--- src/rtl/lcd_pwr_seq.sv ---
module lcd_pwr_seq #(
  parameter int REF_TICKS   = 2000,
  parameter int BOOST_TICKS = 500,
  parameter int SPLIT_TICKS = 300
) (
  input  logic       clk,
  input  logic       rst_n,
  input  logic       tick,
  input  logic       wr_en,
  input  logic [1:0] wr_addr,
  input  logic [7:0] wr_data,
  input  logic [1:0] rd_addr,
  output logic [7:0] rd_data,
  output logic       gen_on,
  output logic       blank_out,
  output logic       disp_out,
  output logic [1:0] area_sel,
  output logic [2:0] slice_bias
);
  localparam int RW   = $clog2(REF_TICKS + 1);
  localparam int SMAX = (BOOST_TICKS > SPLIT_TICKS) ? BOOST_TICKS : SPLIT_TICKS;
  localparam int SW   = $clog2(SMAX + 1);

  typedef enum logic [2:0] {
    S_IDLE = 3'd0, S_REF = 3'd1, S_GEN = 3'd2,
    S_BLANK = 3'd3, S_DISP = 3'd4, S_ERR = 3'd5
  } st_t;

  st_t           state, nxt;
  logic [1:0]    method;
  logic [7:0]    ctrl;
  logic [4:0]    vref;
  logic          sticky;
  logic [RW-1:0] ref_cnt;
  logic [SW-1:0] set_cnt;

  wire       boost   = (method == 2'b01);
  wire       split   = (method == 2'b10);
  wire [2:0] code    = ctrl[2:0];
  wire       bias_ok = boost ? (code >= 3'd3 && code <= 3'd5)
                     : split ? (code == 3'd3 || code == 3'd4) : 1'b0;
  wire       ref_ok  = (ref_cnt == RW'(REF_TICKS));
  wire [SW-1:0] limit = boost ? SW'(BOOST_TICKS) : SW'(SPLIT_TICKS);
  wire       settled = (set_cnt >= limit);
  wire       running = (state == S_GEN) || (state == S_BLANK) || (state == S_DISP);
  wire       shown   = (state == S_BLANK) || (state == S_DISP);
  wire       wr_ctrl = wr_en && (wr_addr == 2'd1);

  always_ff @(posedge clk or negedge rst_n) begin
    if (!rst_n) begin
      method <= 2'b00;
      ctrl   <= 8'h00;
      vref   <= 5'd0;
      sticky <= 1'b0;
    end else if (wr_en) begin
      case (wr_addr)
        2'd0: method <= wr_data[1:0];
        2'd1: begin
          ctrl[4:0] <= wr_data[4:0];
          ctrl[6]   <= wr_data[6];
          ctrl[5]   <= wr_data[5] | (ctrl[5] & running & (ctrl[6] | ctrl[7]));
          if (wr_data[7] && !shown) begin
            ctrl[7] <= 1'b0;
            sticky  <= 1'b1;
          end else begin
            ctrl[7] <= wr_data[7];
          end
        end
        2'd2: vref <= wr_data[4:0];
        default: if (wr_data[3]) sticky <= 1'b0;
      endcase
    end
  end

  always_ff @(posedge clk or negedge rst_n) begin
    if (!rst_n)                        ref_cnt <= '0;
    else if (wr_en && wr_addr == 2'd2) ref_cnt <= '0;
    else if (tick && !ref_ok)          ref_cnt <= ref_cnt + 1'b1;
  end

  always_ff @(posedge clk or negedge rst_n) begin
    if (!rst_n)                set_cnt <= '0;
    else if (!running)         set_cnt <= '0;
    else if (tick && !settled) set_cnt <= set_cnt + 1'b1;
  end

  always_comb begin
    nxt = state;
    case (state)
      S_IDLE:
        if (ctrl[5]) begin
          if (!bias_ok)              nxt = S_ERR;
          else if (boost && !ref_ok) nxt = S_REF;
          else                       nxt = S_GEN;
        end
      S_REF:
        if (!ctrl[5])      nxt = S_IDLE;
        else if (!bias_ok) nxt = S_ERR;
        else if (ref_ok)   nxt = S_GEN;
      S_GEN:
        if (!ctrl[5])                nxt = S_IDLE;
        else if (settled && ctrl[6]) nxt = S_BLANK;
      S_BLANK:
        if (!ctrl[6])     nxt = S_GEN;
        else if (ctrl[7]) nxt = S_DISP;
      S_DISP:
        if (!ctrl[6])      nxt = S_GEN;
        else if (!ctrl[7]) nxt = S_BLANK;
      default:
        if (!ctrl[5]) nxt = S_IDLE;
    endcase
  end

  always_ff @(posedge clk or negedge rst_n) begin
    if (!rst_n) state <= S_IDLE;
    else        state <= nxt;
  end

  assign gen_on     = running;
  assign blank_out  = (state == S_BLANK);
  assign disp_out   = (state == S_DISP);
  assign slice_bias = code;
  assign area_sel   = (code == 3'd5) ? 2'b00 : ctrl[4:3];

  always_comb begin
    case (rd_addr)
      2'd0:    rd_data = {6'b0, method};
      2'd1:    rd_data = ctrl;
      2'd2:    rd_data = {3'b0, vref};
      default: rd_data = {4'b0, sticky, state};
    endcase
  end
endmodule


--- config.mk ---
export PLATFORM = sky130hd
export DESIGN_NAME = lcd_pwr_seq
export DESIGN_NICKNAME = d
export VERILOG_FILES = /design/src/rtl/lcd_pwr_seq.sv
export SDC_FILE = /design/constraint.sdc
export NUM_CORES = 1
export LEC_CHECK = 0
export BUFFER_PORTS_ARGS = -buffer_cell sky130_fd_sc_hd__buf_2
export CAP_MARGIN = 20
export CELL_PAD_IN_SITES_DETAIL_PLACEMENT = 2
export CELL_PAD_IN_SITES_GLOBAL_PLACEMENT = 2
export CORE_AREA = 2 2 81 83
export DETAILED_ROUTE_END_ITERATION = 6
export DIE_AREA = 0 0 83 85
export PLACE_DENSITY = 0.82
export SYNTH_ARGS = -nofsm -noshare
export SYNTH_HDL_FRONTEND = slang
export SYNTH_SLANG_ARGS = --single-unit
--- constraint.sdc ---
create_clock -name clk -period 4.7 [get_ports clk]
set_input_delay 0.235 -clock clk [delete_from_list [all_inputs] [get_ports clk]]
set_output_delay 0.235 -clock clk [all_outputs]
set_load 0.05 [all_outputs]
# Word-level counts from Yosys, hierarchy flattened
# Index checks and enable logic that the tools add are counted.
[totals] reg_bits=39 out_inout_bits=16 ram_bits=0 n_memories=0 latch_bits=0 in_bits=16 rom_bits=0
[classes] add_sub_neg=2 div=0 n_mul=0 n_shift=0 order_cmp=3 reduce_logical=25 eq_ne=22 bitwise_logic=5 n_mux=27
[ops] operator="2-to-1 mux 3 bit" count=12
[ops] operator="one-hot mux 8 bit (3 select lines)" count=1
[ops] operator="2-to-1 mux 11 bit" count=2
[ops] operator="2-to-1 mux 9 bit" count=2
[ops] operator="one-hot mux 3 bit (5 select lines)" count=1
[ops] operator="adder 11 x 1 -> 11 bit (second input constant)" count=1
[ops] operator="equality test 11 bit (second input constant)" count=1
[ops] operator="adder 9 x 1 -> 9 bit (second input constant)" count=1
[ops] operator="equality test 3 x 2 -> 1 bit (second input constant)" count=3
[ops] operator="equality test 3 bit (second input constant)" count=3
[ops] operator="greater-or-equal comparator 9 bit" count=1
[ops] operator="2-to-1 mux 8 bit" count=1
[ops] operator="logical AND 1 bit" count=7
[ops] operator="equality test 2 x 1 -> 1 bit (second input constant)" count=3
[ops] operator="equality test 2 bit (second input constant)" count=3
[ops] operator="inequality test 3 x 2 -> 1 bit (second input constant)" count=2
[ops] operator="inequality test 6 x 3 -> 1 bit (second input constant)" count=1
[ops] operator="AND reduction 2 bit" count=3
[ops] operator="AND reduction 6 bit" count=1
[ops] operator="2-to-1 mux 1 bit" count=5
[ops] operator="zero test 2 bit" count=2
[ops] operator="logical OR 1 bit" count=4
[ops] operator="2-to-1 mux 2 bit" count=2
[ops] operator="inequality test 2 x 1 -> 1 bit (second input constant)" count=2
[ops] operator="15 further kinds" count=20

# Longest topological paths before layout
# Gate-level depths: netlist (run 1).
[logic_depth] ltp_word=7 depth_mapped=8 mapped_depth_nobuf=8

# Worst setup path before layout (run 1)
# OpenSTA, ideal clock, no wires.
[synth_timing] path_type="register to register" from="reg method[0]" to="reg set_cnt[8]" slack_ps=2399 setup_ps=76 arrival_ps=2224 synth_period_minus_slack_ps=2301 path_stages_with_launch=9 cell_sequence="dfrtp_1 nor2b_1 inv_1 ha_1 a21o_1 a21boi_1 o211ai_1 or4_1 o21ai_1"
[synth_between] elab_chain_cells=6
[synth_lines] item="from (decl)" line_no="30" source="logic [1:0] method;"
[synth_lines] item="from (signal assigned)" line_no="57" source="2'd0: method <= wr_data[1:0];"
[synth_lines] item="equality test 2 x 1 -> 1 bit" line_no="37" source="wire boost = (method == 2'b01);"
[synth_lines] item="2-to-1 mux 8 bit" line_no="43" source="wire [SW-1:0] limit = boost ? SW'(BOOST_TICKS) : SW'(SPLIT_TICKS);"
[synth_lines] item="greater-or-equal comparator 9 bit" line_no="44" source="wire settled = (set_cnt >= limit);"
[synth_lines] item="zero test 1 bit" line_no="84" source="else if (tick && !settled) set_cnt <= set_cnt + 1'b1;"
[synth_lines] item="logical AND 1 bit" line_no="84"
[synth_lines] item="inequality test 2 x 1 -> 1 bit (no line)"
[synth_lines] item="to (signal assigned)" line_no="84"
[synth_lines] item="to (decl)" line_no="35" source="logic [SW-1:0] set_cnt;"
# Every way passes these cells.
# A chain may end at the register's enable or synchronous reset.

# Worst setup path in the final report (run 1)
# Ends and elaborated chain as after synthesis.

==> summary by stage, run 1 <==
Logic synthesis
The number of distinct library cells after synthesis is 52. The number of nets handed over by synthesis was 258. The Yosys step of the flow raised 0 warnings.

The cell count after synthesis came out at 234. The synthesized design contains 39 register bits. The cell type with the highest aggregate area in the netlist is dfrtp_1.

The synthesized design devotes to its leading area cell type between 40% and 50% of total area. The proportion of synthesized flip-flops having asynchronous set or reset is 100.0%. After synthesis, the most frequently instantiated cells are dfrtp_1, nor2_1, nand2_1, mux2_2, inv_1. The main flop type after synthesis is dfrtp_1. In the post-synthesis netlist, the biggest area contributors are dfrtp_1, mux2_2, ha_1, xor2_1, nor2_1. After synthesis, flip-flops and latches occupy between 40% and 50% of the total area. The synthesized design contains 0 enable-type register cells. The average cell area after synthesis is slightly above 10 um2.

After synthesis the cells add up to between 2000 and 2500 um2. The cell with the most instances after synthesis is dfrtp_1.

Critical path
For this design, the slowest cell found on the critical path is or4_1. Along the worst path, the maximum fanout reaches 6. Among cell families on the critical path, the largest total delay comes from compound AO/OA/AOI/OAI gates.

STA classifies the critical path startpoint as a flip-flop. The kind of end point of the critical path is a flip-flop. For the worst setup path, the data arrival time is 2.96 ns.

The worst setup path is of the reg2reg kind. The beginning of the critical path is method[0]. The maximum cell stage delay along the critical path is approximately 0.53 ns. The worst endpoint required time is 4.92 ns. The critical path buffer and inverter count is 1. The startpoint identified for the worst register-to-register timing path is method[0]. The critical path goes through nor2b_1 -> inv_1 -> ha_1 -> a21o_1 -> a21boi_1 -> o211ai_1 -> or4_1 -> o21ai_1.

Clocking
The clock insertion delay at the later pin of the skew report is 0.29 ns. The post-CTS resize count is 0. The number of setup buffers added after CTS is 0. No sink is reached through more buffers than the 2 on the longest clock path. For this design, the CTS-stage hold fixing added 0 buffers. The tree is rooted in a clkbuf_8.

In this run, CTS created clock tree buffers numbering 5. The clock net sink count is 39. The TritonCTS clock tree is yes. The clock transition at the registers of the reported paths is about 0.080 ns.

The H-tree generated during clock tree synthesis spans 2 levels.

Run
The number of max-cap violations is 0.

Route
The remaining antenna violation count is 0. For this run, the detailed router's first-pass iteration total came to 4. Dividing the detail-routed wire length by the instance count gives around 18 um. After detailed routing, the number of remaining DRC violations is 0.

After detailed routing, the total wire length is 6188 um. The post-detailed-route via-to-cell ratio is roughly 5.6. Across all layers, the routed design uses between 1500 and 2000 vias. The initial detailed-routing violation count is 32.

STA
Based on the critical path, the design can be clocked at up to roughly 0.37 GHz. The largest clock skew in the final design is 0.007706 ns. The time the worst path needs with I/O delays and setup is roughly 2.7 ns. Setup repair after global routing left no endpoint under its margin.

The relative slew slack is approximately two fifths. The hold violation total from the final report was 0. After layout, the worst setup slack is approximately 2.0 ns. The number of endpoints failing setup at the final stage is 0. For the pin with the worst max-slew slack, the measured transition is around 0.9 ns.

The number of max-slew violations in the final report is 0. The sum of negative setup slack is 0 ns. The fraction of the cycle the final worst path needs is 58.18%.

GRT
The pin count of the biggest net entering global routing is 40. The number of antenna violations at the first check in global routing was 0. The total congestion overflow after global routing is 0. The wire length of the first global-routing pass is approximately 11000 um. The via count of the first global-routing pass is around 2100.

The combined global-route utilization of all metal layers is 18.73%.

Placed design
Counting tap cells, the placed design contains a total of 332 instances. Routability-driven placement finished with a final weighted congestion of about 0.81. The number of buffer cells added on primary ports is 31. The post-placement worst setup slack is 1.970 ns. Summed over all nets, the half-perimeter wirelength after detailed placement is ~4700 um.

Die
The core area is 6205 um2. After floorplanning, the core was divided into 29 placement rows. The area of the die is 7055 um2. The effective utilization at floorplan is 38.03%. The die boundary height is roughly 85 um.

32 I/O pins were placed. The horizontal extent of the die is 83 um.

Cells and area
In the final layout, the multi-input gates occupy 1266 um2. The repair_antennas step left the layout with diodes totalling 0. The area overhead of the layout relative to synthesis is 11.40%. The final cell count without fillers is 340. At the end of the flow, the number of nets in the layout was 286. Across the whole layout, storage elements account for 975.9 um2. The layout has between 600 and 700 filler cells. In the final layout, the share of cells above drive strength 1 is between 20% and 30%.

Pwr
The leakage component of the power is roughly 0.0012 uW. The largest vdd supply drop is 0.2448 mV. The total power divided by cell area is 466.6 nW/um2.

Run status
The flow ran to the end, and the final reports show no timing, DRC or antenna violations.

Min path
The worst min-delay path class is in2async.
==> per-layer routing <==
metal	part of all wire, %	GRT usage (%)
met1	47	25.71
met2	50	30.57
met3	2.0	3.210
met4	1.0	5.514
met5	0	0
==> where the power goes <==
group / total [uW] / internal [uW] / switching (uW)
logic: 503 / 186 / 317
clock network: 223 / 104 / 118
registers: 501 / 399 / 103
==> layout make-up <==
| class | count | area share (%) |
|---|---|---|
| clock buffers | 7 | 2.903 |
| repair buffers | 31 | 5.902 |
| inverters | 13 | 2.047 |
| multi-input cells | 172 | 48.17 |
| clock inverters | 1 | 0.1904 |
| well taps | 77 | 3.665 |
| flip-flops and latches | 39 | 37.13 |
==> worst paths after layout <==
check                              to  slack [ns]  cells past startpoint
min in group clk              ctrl[6]        0.18                      2
max in group asynchronous  ref_cnt[7]        4.08                      1
min reg2reg                   vref[1]        0.51                      1
max reg2reg                set_cnt[8]        1.97                      8
max                        set_cnt[8]        1.97                      8
min                        set_cnt[7]        0.06                      1
==> kinds of logic after synthesis <==
kind of cell	synth area share, %
DFF	41.36
buffers and inverters	4.984
and+or+nand+nor	19.30
muxes	11.40
adders and majority gates	4.242
xor gates and xnor gates	5.567
AOI/OAI and AO/OA	13.15
==> flip-flops by register name (all words and copies together) (netlist names) <==
name and flops:
ref_cnt 11, set_cnt 9, ctrl 8, vref 5, state 3, method 2
sticky 1
==> stage by stage <==
step	hold slack (ns)	cell area, um2	total power, uW	util (%)
floorplan	-0.06059	2360	889.9	-
global placement	0.4130	2547	985.5	41.06
detailed placement	0.4178	2547	1009	41.06
CTS	0.09053	2629	1240	42.37
global route	0.1326	2629	1316	42.37
finish	0.06330	2629	1226	42.37
==> placed cells by master, fill, tap and decap left out, drive strengths merged, types with 7 or more instances in the layout <==
| master | instances |
|---|---|
| mux2 | 16 |
| buf | 31 |
| ha | 8 |
| nand2 | 17 |
| inv | 12 |
| dfrtp | 39 |
| o21ai | 12 |
| nand3 | 7 |
| nor2 | 23 |
| xor2 | 10 |
| and2 | 7 |
| clkbuf | 7 |
No activity file was read; power rests on OpenSTA's default activity.
==> run 2: changes to the inputs <==
ABC_AREA = 1   (was default)
CORE_AREA = 2 2 91 93   (was 2 2 81 83)
DIE_AREA = 0 0 93 95   (was 0 0 83 85)
PLACE_DENSITY = 0.77   (was 0.82)
clock period = 2.7 ns   (was 4.7 ns; I/O delays follow)
==> run 2 against run 1 <==
  * Synthesized cell count increased by 47%
  * Global-route usage decreased by 0.81 points
  * Final cell count is 42% higher
  * Combinational power rose by 75%
==> summary by stage, run 2 <==
Run status
The run finished with clean final reports.

GRT
The layer flagged by global routing as most heavily used is met2. The via count of the first global-routing pass came to 2565 (+24%). The pin count of the biggest net entering global routing is 40 (unchanged).

The routing usage on met1 is 23.46% (-2.2 points). The met2 track utilization from global routing is 30.86% (+0.29 points). The wire length of the first global-routing pass is 12480 um (+17%). The met3 usage is 3.033% (-0.18 points). The total congestion overflow after global routing is 0 (unchanged).

The combined global-route utilization of all metal layers is 17.93% (-0.81 points). The number of antenna violations at the first check in global routing came to 0 (unchanged).

Clocking
The total of hold buffers inserted after clock tree synthesis is 1 (+1). The post-CTS resize count is 0 (unchanged). The clock transition at the registers of the reported paths is 0.09 ns (about the same). The level count of the clock H-tree is 2 (unchanged). The number of buffers on the longest clock path is 2 (unchanged). The number of clock buffers inserted by TritonCTS came to 5 (unchanged). The setup fix buffers added after clock tree synthesis is 0 (unchanged). TritonCTS built the clock tree. The cell chosen for the clock root is clkbuf_8. The clock net sink count is 39 (unchanged). The clock insertion delay at the later pin of the skew report was 0.29 ns (about the same).

Logic synthesis
Sorting the synthesized cells by area gives the leading types as dfrtp_1, nand2_1, nand3_1, inv_1, o21ai_0. The proportion of synthesized flip-flops having asynchronous set or reset came to 100.0% (unchanged). The number of standard cells after synthesis came to 344 (+47%). The sequential fraction of the synthesis area is 38.83% (-2.5 points). The average cell area after synthesis is 7.307 um2 (-28%). The total nets after synthesis is 368 (+43%). After synthesis, the most frequently instantiated cells are nand2_1, inv_1, dfrtp_1, nand3_1, nor2_1. Among all cell types in the netlist, the one instantiated most often is nand2_1.

The register bit total from synthesis came to 39 (unchanged). The number of distinct library cells after synthesis was 33 (-37%). The cell type with the highest aggregate area in the netlist is dfrtp_1. The total number of yosys warnings came to 0 (unchanged). The area share of the largest cell type after synthesis is 38.83% (-2.5 points). For this run, the leading register cell type out of synthesis is dfrtp_1. The area of the mapped netlist is 2514 um2 (+6.5%).

The count of flip-flops with a built-in enable after synthesis came to 0 (unchanged).

Die
The die boundary height came to 95 um (+12%). The number of I/O pins is 32 (unchanged). The core area came to 7928 um2 (+28%). The horizontal extent of the die came to 93 um (+12%). The effective utilization at floorplan is 31.71% (-6.3 points). The number of placement rows is 33 (+14%). The area of the die is 8835 um2 (+25%).

Route
The number of detailed-route iterations in the first pass is 4 (unchanged). The remaining antenna violation count is 0 (unchanged). The post-detailed-route via-to-cell ratio is 4.893 (-13%). The initial detailed-routing violation count is 18 (-44%). The total detailed-routing wirelength was 7347 um (+19%). The via count is 2368 (+23%). The average routed wire per standard cell is 15.18 um (-17%). The DRC violation count after routing came to 0 (unchanged).

Pwr
The power dissipated by switching net loads is 990.0 uW (+84%). The largest vdd supply drop was 0.3163 mV (+29%). The part of the power in the clock network came to 23.2% (+5.1 points). The portion of total power attributed to combinational logic came to 40.1% (-0.9 points).

The leakage component of the power is 0.001457 uW (+18%). The internal power summed over all cells is 1206 uW (+75%). The switching portion of total power came to 45.08% (+1.2 points). The fraction of power consumed by sequential logic is 36.7% (-4.2 points). The total power divided by cell area is 759.2 nW/um2 (+63%).

Cells and area
The top register by number of flip-flops is ref_cnt. Leaving out fill and tap cells, the most frequent cells in the layout are nand2_1, inv_1, dfrtp_1. The share of cells above drive strength 1 is 16.09% (-7.1 points).

The number of nets in the final layout is 402 (+41%). The area overhead of the layout relative to synthesis is 15.08%. The final core area utilization came to 36.49% (-5.9 points). The number of diodes added for antenna fixing is 0 (unchanged). The number of fillers in the final layout came to 978 (+43%).

In the final layout, the registers with the most flip-flops are ref_cnt: 11 flops, set_cnt: 9 flops, ctrl: 8 flops. The number of flip-flops in the largest register was 11 (unchanged). The commonest non-fill, non-tap cell in the layout is nand2_1.

Min path
The worst min-delay path class is in2reg.

STA
Setup repair after global routing left no endpoint under its margin. The largest clock skew in the final design is 0.004608 ns (-0.003098 ns). The pin slew with the least headroom to its limit is 0.9410 ns (+0.04708 ns). The setup slack of the critical path after layout is 0.4679 ns (-1.497 ns). The fraction of the cycle the final worst path needs is 82.67% (+24 points). The number of max-slew violations in the final report is 0 (unchanged).

The relative slew slack is 37.26% (-3.1 points). The fmax was 0.4480 GHz (+23%). The number of endpoints failing setup at the final stage came to 0 (unchanged). The hold violation total from the final report is 0 (unchanged). The sum of negative setup slack was 0 ns (unchanged). The time the worst path needs with I/O delays and setup is 2.232 ns (-0.5026 ns).

Critical path
The classification of the worst setup path is reg2reg. The worst endpoint required time is 2.88 ns (-2.04 ns). The arrival time reported for the critical path endpoint is 2.41 ns (-0.55 ns). STA classifies the critical path startpoint as a flip-flop. The critical-path maximum fanout is 6 (unchanged). STA classifies the critical path endpoint as a flip-flop.

Placed design
The number of buffer cells added on primary ports is 31 (unchanged). The post-placement worst setup slack is 0.4940 ns (-1.476 ns). The post-DP HPWL is 5731 um (+22%). The final RePlAce weighted congestion was 0.7979 (-1.8%).

Run
The number of max-cap violations came to 0 (unchanged).
[run 2: changes by cell type after synthesis, moves of 6 or more]
cell / change
xor2_1: -6
o21ai_0: +15
nor2_1: +9
nand3_1: +24
inv_1: +29
mux2_2: -15
nand2_1: +85
and2_1: -7
[run 2: worst paths after layout]
check                                start          to  slack (ns)  cells after the start
max in group asynchronous            rst_n  ref_cnt[2]        1.60                      2
min in group asynchronous            rst_n  set_cnt[1]        0.52                      2
worst max-delay path             method[0]  set_cnt[2]        0.47                     12
worst min register to register      sticky      sticky        0.49                      2
worst max register to register   method[0]  set_cnt[2]        0.47                     12
worst min-delay path            wr_data[6]     ctrl[6]        0.06                      3
[run 2: cell families (layout without fill, tap and decap cells)]
| kind of cell | Yosys count | in the layout | share of synthesized area (%) |
|---|---|---|---|
| adder cells (fa/ha/maj) | 8 | 8 | 3.982 |
| AO/OA/AOI/OAI | 45 | 45 | 11.00 |
| buffers and inverters | 52 | 87 | 8.562 |
| XOR/XNOR | 10 | 10 | 3.484 |
| flip-flops | 39 | 39 | 38.83 |
| AND/OR/NAND/NOR | 190 | 190 | 34.15 |
[run 2: worst max-delay path: stages, from the launching register on]
cell     delay (ns)
dfrtp_1        0.40
inv_1          0.08
nor2_2         0.17
inv_1          0.11
ha_1           0.31
nand2_1        0.06
inv_1          0.03
o21ai_0        0.21
nand3_1        0.28
nand2_1        0.22
inv_1          0.11
nand2_1        0.07
o31ai_1        0.06
[run 2: stage by stage]
step | cell area (um2) | power [uW] | hold slack [ns] | std cells
floorplan | 2514 | 1471 | -0.1606 | 344
global placement | 2770 | 1676 | 0.3299 | 475
detailed placement | 2770 | 1705 | 0.3286 | 475
CTS | 2893 | 2230 | 0.04842 | 484
global route | 2893 | 2368 | 0.07383 | 484
finish | 2893 | 2196 | 0.06426 | 484
[run 2: cell type report]
class / instances / area, um2 / share of cell area (%)
Clock inverter: 3 / 43.79 / 1.514
Timing Repair Buffer: 33 / 172.7 / 5.969
Sequential cell: 39 / 975.9 / 33.74
Inverter: 46 / 177.7 / 6.142
Tap cell: 105 / 131.4 / 4.542
Clock buffer: 5 / 68.82 / 2.379
Multi-Input combinational cell: 253 / 1323 / 45.72
[run 2: power by group through the flow]
stage               clock [uW]  sequential (uW)  combinational, uW
floorplan                    0              768                703
global placement             0              811                865
detailed placement           0              818                887
CTS                        527              808                895
global route               549              824                994
finish                     509              806                881
[run 2: layer usage]
layer | vias up | wire (um) | share of wire [%]
met5 | - | 0 | 0
met4 | 0 | 64 | 0.87
met3 | 4 | 110 | 1.5
met2 | 20 | 3627 | 49
met1 | 1169 | 3545 | 48
li1 | 1175 | - | -
